`src/rtl/sra_pkg.sv`:
```
package sra_pkg;

    typedef enum logic [2:0] {
        ST_IDLE,
        ST_CLEAR,
        ST_COLLECT,
        ST_JUDGE,
        ST_DONE
    } sra_state_e;

    typedef enum logic [1:0] {
        ACT_NONE,
        ACT_ROW,
        ACT_COL,
        ACT_FAIL
    } sra_act_e;

endpackage

```
`src/rtl/sra_free_pick.sv`:
```
module sra_free_pick #(
    parameter int N     = 4,
    parameter int IDX_W = (N > 1) ? $clog2(N) : 1
) (
    input  logic [N-1:0]     vld,
    output logic             found,
    output logic [IDX_W-1:0] idx
);
    always_comb begin
        found = 1'b0;
        idx   = '0;
        for (int i = N - 1; i >= 0; i--) begin
            if (!vld[i]) begin
                found = 1'b1;
                idx   = IDX_W'(i);
            end
        end
    end
endmodule

```
`src/rtl/sra_cover_lookup.sv`:
```
module sra_cover_lookup #(
    parameter int ROW_W  = 3,
    parameter int COL_W  = 2,
    parameter int SEG_W  = 1,
    parameter int NSW    = 4,
    parameter int SUB_W  = 2,
    parameter int N_SROW = 4,
    parameter int N_SCG  = 2
) (
    input  logic [ROW_W-1:0]        ev_row,
    input  logic [COL_W-1:0]        ev_col,
    input  logic [NSW-1:0]          ev_mask,
    input  logic [N_SROW-1:0]       srow_vld,
    input  logic [N_SROW*ROW_W-1:0] srow_addr,
    input  logic [N_SCG-1:0]        scg_vld,
    input  logic [N_SCG*SEG_W-1:0]  scg_seg,
    input  logic [N_SCG*COL_W-1:0]  scg_col,
    input  logic [N_SCG*SUB_W-1:0]  scg_sub,
    output logic                    row_hit,
    output logic                    col_share,
    output logic                    multi,
    output logic                    single,
    output logic [SUB_W-1:0]        single_idx
);
    logic [SEG_W-1:0] ev_seg;
    logic [NSW-1:0]   uncov;
    logic [N_SCG-1:0] place_hit;

    assign ev_seg = ev_row[ROW_W-1 -: SEG_W];

    always_comb begin
        row_hit = 1'b0;
        for (int i = 0; i < N_SROW; i++) begin
            if (srow_vld[i] && (srow_addr[i*ROW_W +: ROW_W] == ev_row))
                row_hit = 1'b1;
        end
    end

    always_comb begin
        for (int j = 0; j < N_SCG; j++) begin
            place_hit[j] = scg_vld[j]
                         && (scg_seg[j*SEG_W +: SEG_W] == ev_seg)
                         && (scg_col[j*COL_W +: COL_W] == ev_col);
        end
    end

    assign col_share = |place_hit;

    always_comb begin
        logic covered;
        for (int k = 0; k < NSW; k++) begin
            covered = 1'b0;
            for (int j = 0; j < N_SCG; j++) begin
                if (place_hit[j] && (scg_sub[j*SUB_W +: SUB_W] == SUB_W'(k)))
                    covered = 1'b1;
            end
            uncov[k] = ev_mask[k] & ~covered;
        end
    end

    always_comb begin
        int cnt;
        cnt        = 0;
        single_idx = '0;
        for (int k = NSW - 1; k >= 0; k--) begin
            if (uncov[k]) begin
                cnt        = cnt + 1;
                single_idx = SUB_W'(k);
            end
        end
        multi  = (cnt >= 2);
        single = (cnt == 1);
    end
endmodule

```
`src/rtl/subword_repair_alloc.sv`:
```
module subword_repair_alloc
    import sra_pkg::*;
#(
    parameter int ROW_W  = 3,
    parameter int COL_W  = 2,
    parameter int WORD_W = 16,
    parameter int GRP_W  = 4,
    parameter int N_SEG  = 2,
    parameter int N_SROW = 4,
    parameter int N_SCG  = 2,
    localparam int NSW   = WORD_W / GRP_W,
    localparam int SUB_W = (NSW > 1) ? $clog2(NSW) : 1,
    localparam int SEG_W = (N_SEG > 1) ? $clog2(N_SEG) : 1
) (
    input  logic                    clk,
    input  logic                    rst_n,
    input  logic                    start,
    input  logic                    test_end,
    input  logic                    fail_valid,
    input  logic [ROW_W-1:0]        fail_row,
    input  logic [COL_W-1:0]        fail_col,
    input  logic [NSW-1:0]          fail_mask,
    output logic                    ready,
    output logic                    done,
    output logic                    repairable,
    output logic [N_SROW-1:0]       srow_vld,
    output logic [N_SROW*ROW_W-1:0] srow_addr,
    output logic [N_SCG-1:0]        scg_vld,
    output logic [N_SCG*SEG_W-1:0]  scg_seg,
    output logic [N_SCG*COL_W-1:0]  scg_col,
    output logic [N_SCG*SUB_W-1:0]  scg_sub
);
    localparam int RIDX_W = (N_SROW > 1) ? $clog2(N_SROW) : 1;
    localparam int CIDX_W = (N_SCG > 1) ? $clog2(N_SCG) : 1;

    sra_state_e state_q, state_d;
    sra_act_e   act;

    logic [ROW_W-1:0]  ev_row_q;
    logic [COL_W-1:0]  ev_col_q;
    logic [NSW-1:0]    ev_mask_q;
    logic              repairable_q;

    logic [N_SROW-1:0] srow_vld_q;
    logic [ROW_W-1:0]  srow_addr_q [N_SROW];
    logic [N_SCG-1:0]  scg_vld_q;
    logic [SEG_W-1:0]  scg_seg_q [N_SCG];
    logic [COL_W-1:0]  scg_col_q [N_SCG];
    logic [SUB_W-1:0]  scg_sub_q [N_SCG];

    logic              row_hit, col_share, multi, single;
    logic [SUB_W-1:0]  single_idx;
    logic              row_free, col_free;
    logic [RIDX_W-1:0] row_idx;
    logic [CIDX_W-1:0] col_idx;

    genvar g;
    generate
        for (g = 0; g < N_SROW; g++) begin : g_srow_out
            assign srow_addr[g*ROW_W +: ROW_W] = srow_addr_q[g];
        end
        for (g = 0; g < N_SCG; g++) begin : g_scg_out
            assign scg_seg[g*SEG_W +: SEG_W] = scg_seg_q[g];
            assign scg_col[g*COL_W +: COL_W] = scg_col_q[g];
            assign scg_sub[g*SUB_W +: SUB_W] = scg_sub_q[g];
        end
    endgenerate

    assign srow_vld = srow_vld_q;
    assign scg_vld  = scg_vld_q;

    sra_cover_lookup #(
        .ROW_W (ROW_W), .COL_W (COL_W), .SEG_W (SEG_W), .NSW (NSW),
        .SUB_W (SUB_W), .N_SROW (N_SROW), .N_SCG (N_SCG)
    ) u_lookup (
        .ev_row     (ev_row_q),
        .ev_col     (ev_col_q),
        .ev_mask    (ev_mask_q),
        .srow_vld   (srow_vld),
        .srow_addr  (srow_addr),
        .scg_vld    (scg_vld),
        .scg_seg    (scg_seg),
        .scg_col    (scg_col),
        .scg_sub    (scg_sub),
        .row_hit    (row_hit),
        .col_share  (col_share),
        .multi      (multi),
        .single     (single),
        .single_idx (single_idx)
    );

    sra_free_pick #(.N (N_SROW), .IDX_W (RIDX_W)) u_row_pick (
        .vld (srow_vld_q), .found (row_free), .idx (row_idx)
    );

    sra_free_pick #(.N (N_SCG), .IDX_W (CIDX_W)) u_col_pick (
        .vld (scg_vld_q), .found (col_free), .idx (col_idx)
    );

    // Allocation decision, evaluated only in JUDGE
    always_comb begin
        act = ACT_NONE;
        if (state_q == ST_JUDGE && repairable_q && !row_hit) begin
            if (multi) begin
                act = row_free ? ACT_ROW : ACT_FAIL;
            end else if (single) begin
                if (col_share && row_free)
                    act = ACT_ROW;
                else
                    act = col_free ? ACT_COL : ACT_FAIL;
            end
        end
    end

    // State register
    always_ff @(posedge clk or negedge rst_n) begin
        if (!rst_n)
            state_q <= ST_IDLE;
        else
            state_q <= state_d;
    end

    // Next-state logic
    always_comb begin
        state_d = state_q;
        unique case (state_q)
            ST_IDLE:    if (start) state_d = ST_CLEAR;
            ST_CLEAR:   state_d = ST_COLLECT;
            ST_COLLECT: begin
                if (fail_valid)    state_d = ST_JUDGE;
                else if (test_end) state_d = ST_DONE;
            end
            ST_JUDGE:   state_d = ST_COLLECT;
            ST_DONE:    if (start) state_d = ST_CLEAR;
            default:    state_d = ST_IDLE;
        endcase
    end

    // Outputs
    always_comb begin
        ready      = (state_q == ST_COLLECT);
        done       = (state_q == ST_DONE);
        repairable = repairable_q;
    end

    // Event capture and spare registers
    always_ff @(posedge clk or negedge rst_n) begin
        if (!rst_n) begin
            ev_row_q     <= '0;
            ev_col_q     <= '0;
            ev_mask_q    <= '0;
            repairable_q <= 1'b1;
            srow_vld_q   <= '0;
            scg_vld_q    <= '0;
            for (int i = 0; i < N_SROW; i++) srow_addr_q[i] <= '0;
            for (int j = 0; j < N_SCG; j++) begin
                scg_seg_q[j] <= '0;
                scg_col_q[j] <= '0;
                scg_sub_q[j] <= '0;
            end
        end else begin
            unique case (state_q)
                ST_CLEAR: begin
                    srow_vld_q   <= '0;
                    scg_vld_q    <= '0;
                    repairable_q <= 1'b1;
                end
                ST_COLLECT: begin
                    if (fail_valid) begin
                        ev_row_q  <= fail_row;
                        ev_col_q  <= fail_col;
                        ev_mask_q <= fail_mask;
                    end
                end
                ST_JUDGE: begin
                    unique case (act)
                        ACT_ROW: begin
                            srow_vld_q[row_idx]  <= 1'b1;
                            srow_addr_q[row_idx] <= ev_row_q;
                        end
                        ACT_COL: begin
                            scg_vld_q[col_idx] <= 1'b1;
                            scg_seg_q[col_idx] <= ev_row_q[ROW_W-1 -: SEG_W];
                            scg_col_q[col_idx] <= ev_col_q;
                            scg_sub_q[col_idx] <= single_idx;
                        end
                        ACT_FAIL: repairable_q <= 1'b0;
                        default: ;
                    endcase
                end
                default: ;
            endcase
        end
    end

    // Assertions
    logic dup_row;
    always_comb begin
        dup_row = 1'b0;
        for (int a = 0; a < N_SROW; a++)
            for (int b = a + 1; b < N_SROW; b++)
                if (srow_vld_q[a] && srow_vld_q[b] && srow_addr_q[a] == srow_addr_q[b])
                    dup_row = 1'b1;
    end

    assert_no_dup_row_R3: assert property (@(posedge clk) disable iff (!rst_n)
        !dup_row);

    assert_clear_only_R1: assert property (@(posedge clk) disable iff (!rst_n)
        ((|($past(srow_vld_q) & ~srow_vld_q)) || (|($past(scg_vld_q) & ~scg_vld_q)))
        |-> $past(state_q) == ST_CLEAR);

    assert_one_grant_R9: assert property (@(posedge clk) disable iff (!rst_n)
        $countones({srow_vld_q & ~$past(srow_vld_q), scg_vld_q & ~$past(scg_vld_q)}) <= 1);

    assert_grant_from_judge_R5: assert property (@(posedge clk) disable iff (!rst_n)
        ((|(srow_vld_q & ~$past(srow_vld_q))) || (|(scg_vld_q & ~$past(scg_vld_q))))
        |-> $past(state_q) == ST_JUDGE);

    assert_sticky_flag_R6: assert property (@(posedge clk) disable iff (!rst_n)
        $rose(repairable_q) |-> $past(state_q) == ST_CLEAR);

    assert_accept_busy_R8: assert property (@(posedge clk) disable iff (!rst_n)
        (fail_valid && ready) |=> !ready);

endmodule

```
`config.mk`:
```
export PLATFORM = sky130hd
export DESIGN_NAME = subword_repair_alloc
export DESIGN_NICKNAME = d
export VERILOG_FILES = /design/src/rtl/sra_pkg.sv /design/src/rtl/sra_free_pick.sv /design/src/rtl/sra_cover_lookup.sv /design/src/rtl/subword_repair_alloc.sv
export SDC_FILE = /design/constraint.sdc
export NUM_CORES = 1
export LEC_CHECK = 0
export CORE_MARGIN = 3
export CORE_UTILIZATION = 23
export CTS_CLUSTER_DIAMETER = 150
export DETAILED_ROUTE_END_ITERATION = 8
export DONT_BUFFER_PORTS = 1
export SLEW_MARGIN = 5
export SYNTH_ARGS = -nofsm -noshare
export SYNTH_HDL_FRONTEND = slang
export SYNTH_SLANG_ARGS = --single-unit
```
`constraint.sdc`:
```
create_clock -name clk -period 11.25 [get_ports clk]
set_clock_uncertainty 0.1 [all_clocks]
set_input_delay 2.25 -clock clk [delete_from_list [all_inputs] [get_ports clk]]
set_output_delay 2.25 -clock clk [all_outputs]
set_load 0.02 [all_outputs]
```
==> results.json, run 1 <==
{
  "status": "finished clean",
  "clk_latency_ns": 0.31,
  "fin_cells": 334,
  "drc": 0,
  "crit_path_max_fanout": 13,
  "grt_setup_unrepaired": "false",
  "slew_headroom_pct": 52.06,
  "synthDistinctLibCells": 52,
  "async_flop_share_pct": 100.0,
  "fin_crit_ns": 4.687,
  "ctsResizeCount": 0,
  "grt_max_degree": 42,
  "io_buffers": 0,
  "cts_num_sinks": 41,
  "synth_edf_count": 0,
  "syn-cell-area_mm2": 0.002317,
  "h-tree-depth": 2,
  "synth_top_area_cell": "dfrtp_1",
  "syn_nets": 216,
  "routed_wl_um": 5419,
  "max_freq_mhz": 213.4,
  "ys.flop_type": "dfrtp_1",
  "io_pins": 45,
  "yosysTopAreaCellShare_pct": 43.20,
  "initial_utilization_pct": 23.71,
  "die_h_um": 106.4,
  "slowest_stage": "dfrtp_1",
  "critPathBufInv": 0,
  "fill_cells": 1019,
  "min_path_type": "reg -> reg",
  "multi_input_area_mm2": 0.001245,
  "core_area_mm2": 0.009774,
  "cap_violations": 0,
  "ys_seq_area_share_pct": 44.33,
  "grt_pass1_vias": 1619,
  "grt_overflow_total": 0,
  "cts_tree": "built",
  "cts_hold_buffers": 0,
  "wire_per_inst_um": 16.22,
  "fin_setup_tns_ns": 0,
  "peakVddDrop_uv": 77.97,
  "rows": 36,
  "antenna_cells": 0,
  "grt_pass1_wl_um": 8845,
  "crit_path_frequent_cell": "ha_1",
  "place_congestion": 0.8043,
  "synth-seq-cells": 41,
  "start_kind": "register",
  "seq_area_mm2": 0.001027,
  "via_per_inst": 4.662,
  "first_pass_iters": 4,
  "clkTransAtPathRegs_ns": 0.07,
  "final-setup-viol-count": 0,
  "critPathCaptureType": "register",
  "area_growth_pct": 11.39,
  "critPathTopFamily": "compound AO/OA/AOI/OAI gates",
  "gr-usage-all-layers_pct": 10.14,
  "antenna_found_initial": 0,
  "synth_area_leaders": "dfrtp_1 (43%), mux2_2 (15%), xnor2_1 (4.9%)",
  "dp.cells": 326,
  "root_buffer": "clkbuf_8",
  "ys_warn_count": 0,
  "worstPathCellList": "xor2_1 -> nor4_1 -> nand2_1 -> o221ai_1 -> ha_1 -> xnor2_1 -> ha_1 -> nor3b_1 -> xnor2_2 -> o211ai_1 -> a31oi_4 -> o2111ai_2 -> mux2_2",
  "hold_viol_final": 0,
  "powerDensity_mw_per_mm2": 291.9,
  "cts_buffers": 5,
  "worst_pin_slew_ns": 0.7113,
  "drt_iter0_markers": 173,
  "netlist_instances": 198,
  "die_w_um": 106.4,
  "cts_setup_buffers": 0,
  "drive_above_1_share_pct": 27.36,
  "syn_avg_cell_area_um2": 11.70,
  "critPathRequiredTime_ns": 11.34,
  "dpl.hpwl_um": 4166,
  "slowest_delay_ns": 0.67,
  "finalCritPeriodShare_pct": 41.66,
  "cts.path.max_buffers": 2,
  "nets": 218,
  "slew_viol_final": 0,
  "p_leak_nw": 1.018,
  "worstPathArrival_ns": 4.77,
  "dieArea_mm2": 0.01132,
  "vias": 1557,
  "crit_type": "reg -> reg",
  "drt.antenna.violating_nets": 0
}
-- per-layer routing --
layer / vias to the layer above / part of all wire, % / global-route usage [%]
met2: 38 / 50 / 16.47
met5: - / 0 / 0
met4: 0 / 3.8 / 6.105
met3: 13 / 6.0 / 3.400
li1: 738 / - / -
met1: 768 / 41 / 11.50
-- where the power goes --
group	total (mW)	internal (mW)	switching, mW
Sequential	0.313	0.197	0.117
Clock	0.125	0.0724	0.0523
Combinational	0.316	0.151	0.165
Total	0.754	0.420	0.334
-- flip-flops by register name, indices dropped and copies added (netlist names) --
name / count
scg_sub: 4
scg_seg: 2
srow_vld: 4
scg_vld: 2
ev_row_q: 3
scg_col: 4
repairable: 1
ev_mask_q: 4
srow_addr: 12
ev_col_q: 2
state_q: 3
-- cells in the final DEF, fill, tap and decap left out, drive strengths merged, types with 5 or more instances in the layout --
cell type / instances
nor2: 11
o21ai: 6
xor2: 6
mux2: 31
inv: 7
nand4: 6
clkbuf: 7
nor4: 5
nand3: 8
dfrtp: 40
nand2: 9
xnor2: 14
-- synth_stat cells, types with 2 or more instances --
cell type  instances
mux2_2            31
nand3_1            8
clkbuf_1           4
xnor2_1           13
nor3_1             2
nand4_1            5
nand2_1            9
nor3b_1            4
nor2_1            11
ha_1               4
nor2b_1            3
a21o_1             2
nor4_1             2
xor2_1             6
a21oi_1            3
o21ai_0            5
nand3b_1           2
dfrtp_1           40
nor4_2             2
and2_1             3
inv_1              7
o221ai_1           2
-- layout make-up --
class,instances,area share (%)
Multi-Input combinational cell,145,48.23
Clock buffer,7,3.345
Sequential cell,41,39.80
Clock inverter,1,1.163
Inverter,7,1.018
Tap cell,133,6.447
-- stage by stage --
stage	hold slack (ns)	total power [mW]	instance area (um2)	utilization, %	setup slack (ns)
final	0.4183	0.7535	2581	26.41	6.563
after detailed placement	0.3963	0.6355	2465	25.22	6.553
after floorplan	0.3593	0.5629	2317	-	7.249
after CTS	0.4076	0.7624	2581	26.41	6.523
after global routing	0.4513	0.8113	2581	26.41	6.121
after global placement	0.3937	0.6256	2465	25.22	6.765
-- cell families after synthesis --
family	Yosys count	share of synthesized area, %
AOI/OAI and AO/OA	30	11.83
xor gates and xnor gates	20	7.884
adders and majority gates	4	2.160
buffers and inverters	12	1.944
DFF	41	44.33
muxes	31	15.06
and+or+nand+nor	60	16.79
-- final timing paths --
kind,startpoint,end,slack [ns],cells past startpoint
max,ev_row_q[2],scg_seg[0],6.56,13
min reg2reg,state_q[2],state_q[1],0.42,1
min in group asynchronous,rst_n,scg_col[3],1.53,0
min,state_q[2],state_q[1],0.42,1
max in group asynchronous,rst_n,repairable,9.33,0
max reg2reg,ev_row_q[2],scg_seg[0],6.56,13
-- worst register-to-register path, cell delays in order, from the launching register on --
cell	delay (ns)
dfrtp_1	0.67
xor2_1	0.25
nor4_1	0.53
nand2_1	0.11
o221ai_1	0.29
ha_1	0.37
xnor2_1	0.25
ha_1	0.18
nor3b_1	0.34
xnor2_2	0.19
o211ai_1	0.16
a31oi_4	0.45
o2111ai_2	0.33
mux2_2	0.36
No activity file was read; power rests on OpenSTA's default activity.
==> run 2, diff against run 1 <==
- clock period: 11.25 -> 3.9 ns (I/O delays scaled with it)
==> results.json, run 2 (synthesized netlist as in run 1, its figures left out) <==
{
  "die_w_um": 106.4,
  "clk_latency_ns": 0.31,
  "cts_num_sinks": 41,
  "whs_ns": 0.05771,
  "status": "finished clean",
  "final-setup-viol-count": 0,
  "clockPowerShare_pct": 12.7,
  "total_power_mw": 2.795,
  "dp_slack_ns": -0.1887,
  "area_growth_pct": 37.47,
  "start_kind": "register",
  "powerDensity_mw_per_mm2": 877.5,
  "fin_cells": 380,
  "p_sw_mw": 1.162,
  "nets": 263,
  "peakVddDrop_uv": 256.9,
  "fin_ws_ns": 0.06610,
  "r2r_cells": 15,
  "cts.path.max_buffers": 2,
  "place_congestion": 0.8652,
  "worst_pin_slew_ns": 0.7681,
  "drc": 0,
  "intPower_mw": 1.633,
  "grt_pass1_vias": 1782,
  "drive_above_1_share_pct": 49.59,
  "placed_cell_area_mm2": 0.002738,
  "largest_register_ffs": 12,
  "rows": 36,
  "grt_overflow_total": 0,
  "dieArea_mm2": 0.01132,
  "finalCritPeriodShare_pct": 98.31,
  "cts_hold_buffers": 0,
  "hold_viol_final": 0,
  "routed_wl_um": 6047,
  "fin_util_pct": 32.59,
  "max_freq_mhz": 260.8,
  "slowest_delay_ns": 0.40,
  "core_area_mm2": 0.009774,
  "min_path_type": "in -> async",
  "slowest_stage": "dfrtp_1",
  "critPathCaptureType": "register",
  "cts_buffers": 5,
  "grt_max_degree": 42,
  "dp.cells": 360,
  "grt_setup_unrepaired": "true",
  "slew_viol_final": 0,
  "drt.antenna.violating_nets": 0,
  "io_pins": 45,
  "gr-usage-all-layers_pct": 10.93,
  "fin_setup_tns_ns": 0,
  "root_buffer": "clkbuf_8",
  "slew_headroom_pct": 48.37,
  "drt_iter0_markers": 123,
  "first_pass_iters": 4,
  "h-tree-depth": 2,
  "power_frac_seq_pct": 31.2,
  "layout_common_cells": "dfrtp_1 (39), buf_4 (39), mux2_2 (21), xnor2_1 (12), nor2_1 (11)",
  "vias": 1769,
  "crit_path_max_fanout": 5,
  "fin_crit_ns": 3.834,
  "cts_tree": "built",
  "wire_per_inst_um": 15.91,
  "p_sw_share_pct": 41.58,
  "cap_violations": 0,
  "clkTransAtPathRegs_ns": 0.08,
  "antenna_found_initial": 2,
  "initial_utilization_pct": 23.71,
  "die_h_um": 106.4,
  "io_buffers": 0,
  "crit_type": "reg -> reg",
  "worstPathCellList": "buf_6 -> xor2_4 -> nor4_4 -> nand2_2 -> o221ai_4 -> ha_4 -> xnor2_4 -> ha_2 -> nor3b_4 -> xnor2_2 -> o211ai_1 -> a31oi_4 -> buf_12 -> nor4b_4 -> mux2_4",
  "via_per_inst": 4.655,
  "p_comb_share_pct": 56.1,
  "critPathRequiredTime_ns": 4.00,
  "final_area_mm2": 0.003186,
  "worstPathArrival_ns": 3.93,
  "dpl.hpwl_um": 4423,
  "grt_pass1_wl_um": 9494,
  "p_leak_nw": 1.297
}
-- run 2: cell count changes in the layout (fill, tap and decap cells not counted), moves of 2 or more --
cell / before / now
buf_4: 0 / 39
buf_6: 0 / 5
ha_1: 4 / 0
ha_2: 0 / 3
mux2_2: 31 / 21
mux2_4: 0 / 10
nand2_1: 9 / 7
nand2_2: 0 / 2
nor4_1: 2 / 0
nor4_4: 1 / 3
o21ai_2: 0 / 2
xor2_1: 6 / 3
xor2_2: 0 / 2
-- run 2: worst paths after layout --
kind                             start            to  slack (ns)
setup / recovery           ev_col_q[1]  srow_addr[3]        0.07
hold / removal                   rst_n  srow_addr[9]        0.06
setup reg to reg           ev_col_q[1]  srow_addr[3]        0.07
hold reg to reg             state_q[2]    state_q[1]        0.41
max in group asynchronous        rst_n    repairable        3.45
min in group clk            state_q[2]    state_q[1]        0.41
-- run 2: per-layer routing --
metal,global-route usage (%),vias to the layer above,share of wire [%]
met3,3.886,12,6.6
met2,17.74,41,50
met1,12.59,892,41
met4,5.828,2,2.3
met5,0,-,0.12
li1,-,822,-
-- run 2: layout make-up --
class / instances / area [um2]
fillers: 967 / 6589
multi-input cells: 145 / 1476
flip-flops and latches: 41 / 1028
repair buffers: 45 / 369.1
well taps: 133 / 166.4
clock buffers: 7 / 86.33
clock inverters: 1 / 30.03
inverters: 7 / 26.28
diodes: 1 / 2.502
-- run 2: power by group through the flow --
stage               clock, mW  sequential [mW]  combinational [mW]
finish                  0.356            0.871                1.57
floorplan                   0            0.797               0.838
detailed placement          0            0.867                1.18
global route            0.381            0.901                1.68
global placement            0            0.860                1.16
CTS                     0.371            0.868                1.33
-- run 2: worst max-delay path: cells and delay by family, from the launching register on --
kind | cells | cell delay, ns
AO/OA/AOI/OAI | 3 | 0.73
XOR/XNOR | 3 | 0.49
adder cells (fa/ha/maj) | 2 | 0.47
buffers and inverters | 2 | 0.31
flip-flops | 1 | 0.40
multiplexers | 1 | 0.34
AND/OR/NAND/NOR | 4 | 0.89
-- run 2: timing repair --
action	CTS	global route
hold endpoints to repair	0	0
endpoints found under the setup margin	22	26
gates resized for setup	20	26
pin swaps	12	14
setup buffers	2	9
==> run 3, diff against run 2 <==
- clock period: 3.9 -> 4.1 ns (I/O delays scaled with it)
==> results.json, run 3 (synthesized netlist as in run 1, its figures left out) <==
{
  "core_area_mm2": 0.009774,
  "slew_viol_final": 0,
  "critPathTopFamily": "compound AO/OA/AOI/OAI gates",
  "nets": 265,
  "p_leak_nw": 1.281,
  "worstPathArrival_ns": 4.02,
  "r2r_end": "scg_col[2]",
  "dieArea_mm2": 0.01132,
  "whs_ns": 0.1068,
  "use_met1_pct": 11.84,
  "ff2ff_setup_slack_ns": 0.17,
  "use_met2_pct": 17.92,
  "grt_pass1_vias": 1789,
  "grt_overflow_total": 0,
  "peakVddDrop_uv": 207.8,
  "cts_num_sinks": 41,
  "die_w_um": 106.4,
  "grt_setup_unrepaired": "true",
  "grt_pass1_wl_um": 9384,
  "first_pass_iters": 4,
  "slowest_delay_ns": 0.42,
  "finalCritPeriodShare_pct": 95.87,
  "layout_common_cells": "buf_4 (44), dfrtp_1 (39), mux2_2 (27), xnor2_1 (12), nor2_1 (11)",
  "antenna_found_initial": 1,
  "drive_above_1_share_pct": 46.77,
  "drt.antenna.violating_nets": 0,
  "crit_path_max_fanout": 8,
  "powerDensity_mw_per_mm2": 776.0,
  "worstPathCellList": "xor2_2 -> nor4_2 -> buf_4 -> nand3_1 -> and3_1 -> ha_1 -> xnor2_2 -> ha_1 -> inv_1 -> o31a_1 -> a22oi_1 -> o211ai_1 -> a31oi_4 -> buf_6 -> nand4_4 -> buf_6 -> mux2_4",
  "io_pins": 45,
  "slowest_stage": "dfrtp_1",
  "io_buffers": 0,
  "r2r_cells": 17,
  "dp.cells": 363,
  "cts.path.max_buffers": 2,
  "critPathRequiredTime_ns": 4.19,
  "met3_usage_pct": 3.704,
  "max_freq_mhz": 254.4,
  "crit_cells": 17,
  "worst_pin_slew_ns": 0.6832,
  "final-setup-viol-count": 0,
  "vias": 1716,
  "slew_headroom_pct": 54.36,
  "grt_max_degree": 42,
  "wire_per_inst_um": 15.36,
  "dp_slack_ns": -0.1132,
  "cts_buffers": 5,
  "fin_cells": 381,
  "drt_iter0_markers": 43,
  "regToRegStartpoint": "scg_col[3]",
  "min_path_type": "in -> async",
  "hold_viol_final": 0,
  "total_power_mw": 2.362,
  "die_h_um": 106.4,
  "critPathBufInv": 4,
  "routed_wl_um": 5851,
  "critPathCaptureType": "register",
  "antenna_cells": 0,
  "start_kind": "register",
  "largest_register_ffs": 12,
  "clk_latency_ns": 0.30,
  "drc": 0,
  "dpl.hpwl_um": 4434,
  "fin_crit_ns": 3.931,
  "status": "finished clean",
  "place_congestion": 0.8414,
  "via_per_inst": 4.504,
  "cts_hold_buffers": 0,
  "h-tree-depth": 2,
  "fin_util_pct": 31.14,
  "root_buffer": "clkbuf_8",
  "initial_utilization_pct": 23.71,
  "crit_type": "reg -> reg",
  "gr-usage-all-layers_pct": 10.55,
  "cap_violations": 0,
  "top_usage_layer": "met2",
  "area_growth_pct": 31.37,
  "fin_ws_ns": 0.1692,
  "fill_cells": 988,
  "final_common_cell": "buf_4",
  "rows": 36,
  "clkTransAtPathRegs_ns": 0.08,
  "cts_tree": "built"
}
[run 3: cell count changes in the layout (fill, tap and decap cells not counted), sizes merged]
cell and delta:
buf +2, clkbuf -1, clkinv +2, bufinv -1, diode -1
[run 3: through the flow]
step | TNS [ns] | cell area, um2
6_report | 0 | 3044
5_1_grt | -0.4554 | 3044
4_1_cts | 0 | 2856
3_5_place_dp | -0.6513 | 2743
3_3_place_gp | 0 | 2743
2_1_floorplan | 0 | 2317
[run 3: how the worst max path moves through the flow]
stage / start / to / slack [ns]
after global routing: scg_col[3] / scg_col[2] / -0.06
after floorplan: scg_seg[0] / srow_addr[3] / 0.1
after detailed placement: ev_row_q[2] / srow_addr[5] / -0.11
final: scg_col[3] / scg_col[2] / 0.17
after global placement: ev_col_q[1] / srow_addr[6] / 0.02
after CTS: ev_col_q[1] / srow_addr[5] / 0.02
[run 3: worst register-to-register path, cell delays in order, from the launching register on]
cell and delay (ns):
dfrtp_1 0.42, xor2_2 0.20, nor4_2 0.27, buf_4 0.17, nand3_1 0.07, and3_1 0.21, ha_1 0.35, xnor2_2 0.16
ha_1 0.34, inv_1 0.05, o31a_1 0.09, a22oi_1 0.15, o211ai_1 0.16, a31oi_4 0.36, buf_6 0.16, nand4_4 0.09
buf_6 0.16, mux2_4 0.30
[run 3: layer usage]
layer,vias up,wire length [um]
met1,853,2408
met3,10,351
met4,2,131
li1,824,-
met5,-,7
met2,27,2952
[run 3: what timing repair did]
action / CTS / global route
pin swaps: 2 / 9
endpoints found under the hold margin: 0 / 0
setup buffers: 1 / 9
endpoints found under the setup margin: 11 / 23
gates resized for setup: 4 / 25
[run 3: cell type report]
cell class | count | area (um2) | share of cell area [%]
multi-input combinational | 145 | 1376 | 45.21
sequential | 41 | 1028 | 33.79
timing repair buffer | 47 | 364.1 | 11.96
tap | 133 | 166.4 | 5.467
clock buffer | 6 | 72.57 | 2.384
inverter | 7 | 26.28 | 0.8631
clock inverter | 2 | 10.01 | 0.3288
[run 3: where the power goes]
group / leakage (nW) / switching (mW) / internal [mW]
Clock: 0.0450 / 0.140 / 0.118
Combinational: 0.704 / 0.609 / 0.680
Sequential: 0.532 / 0.274 / 0.541
Total: 1.28 / 1.02 / 1.34
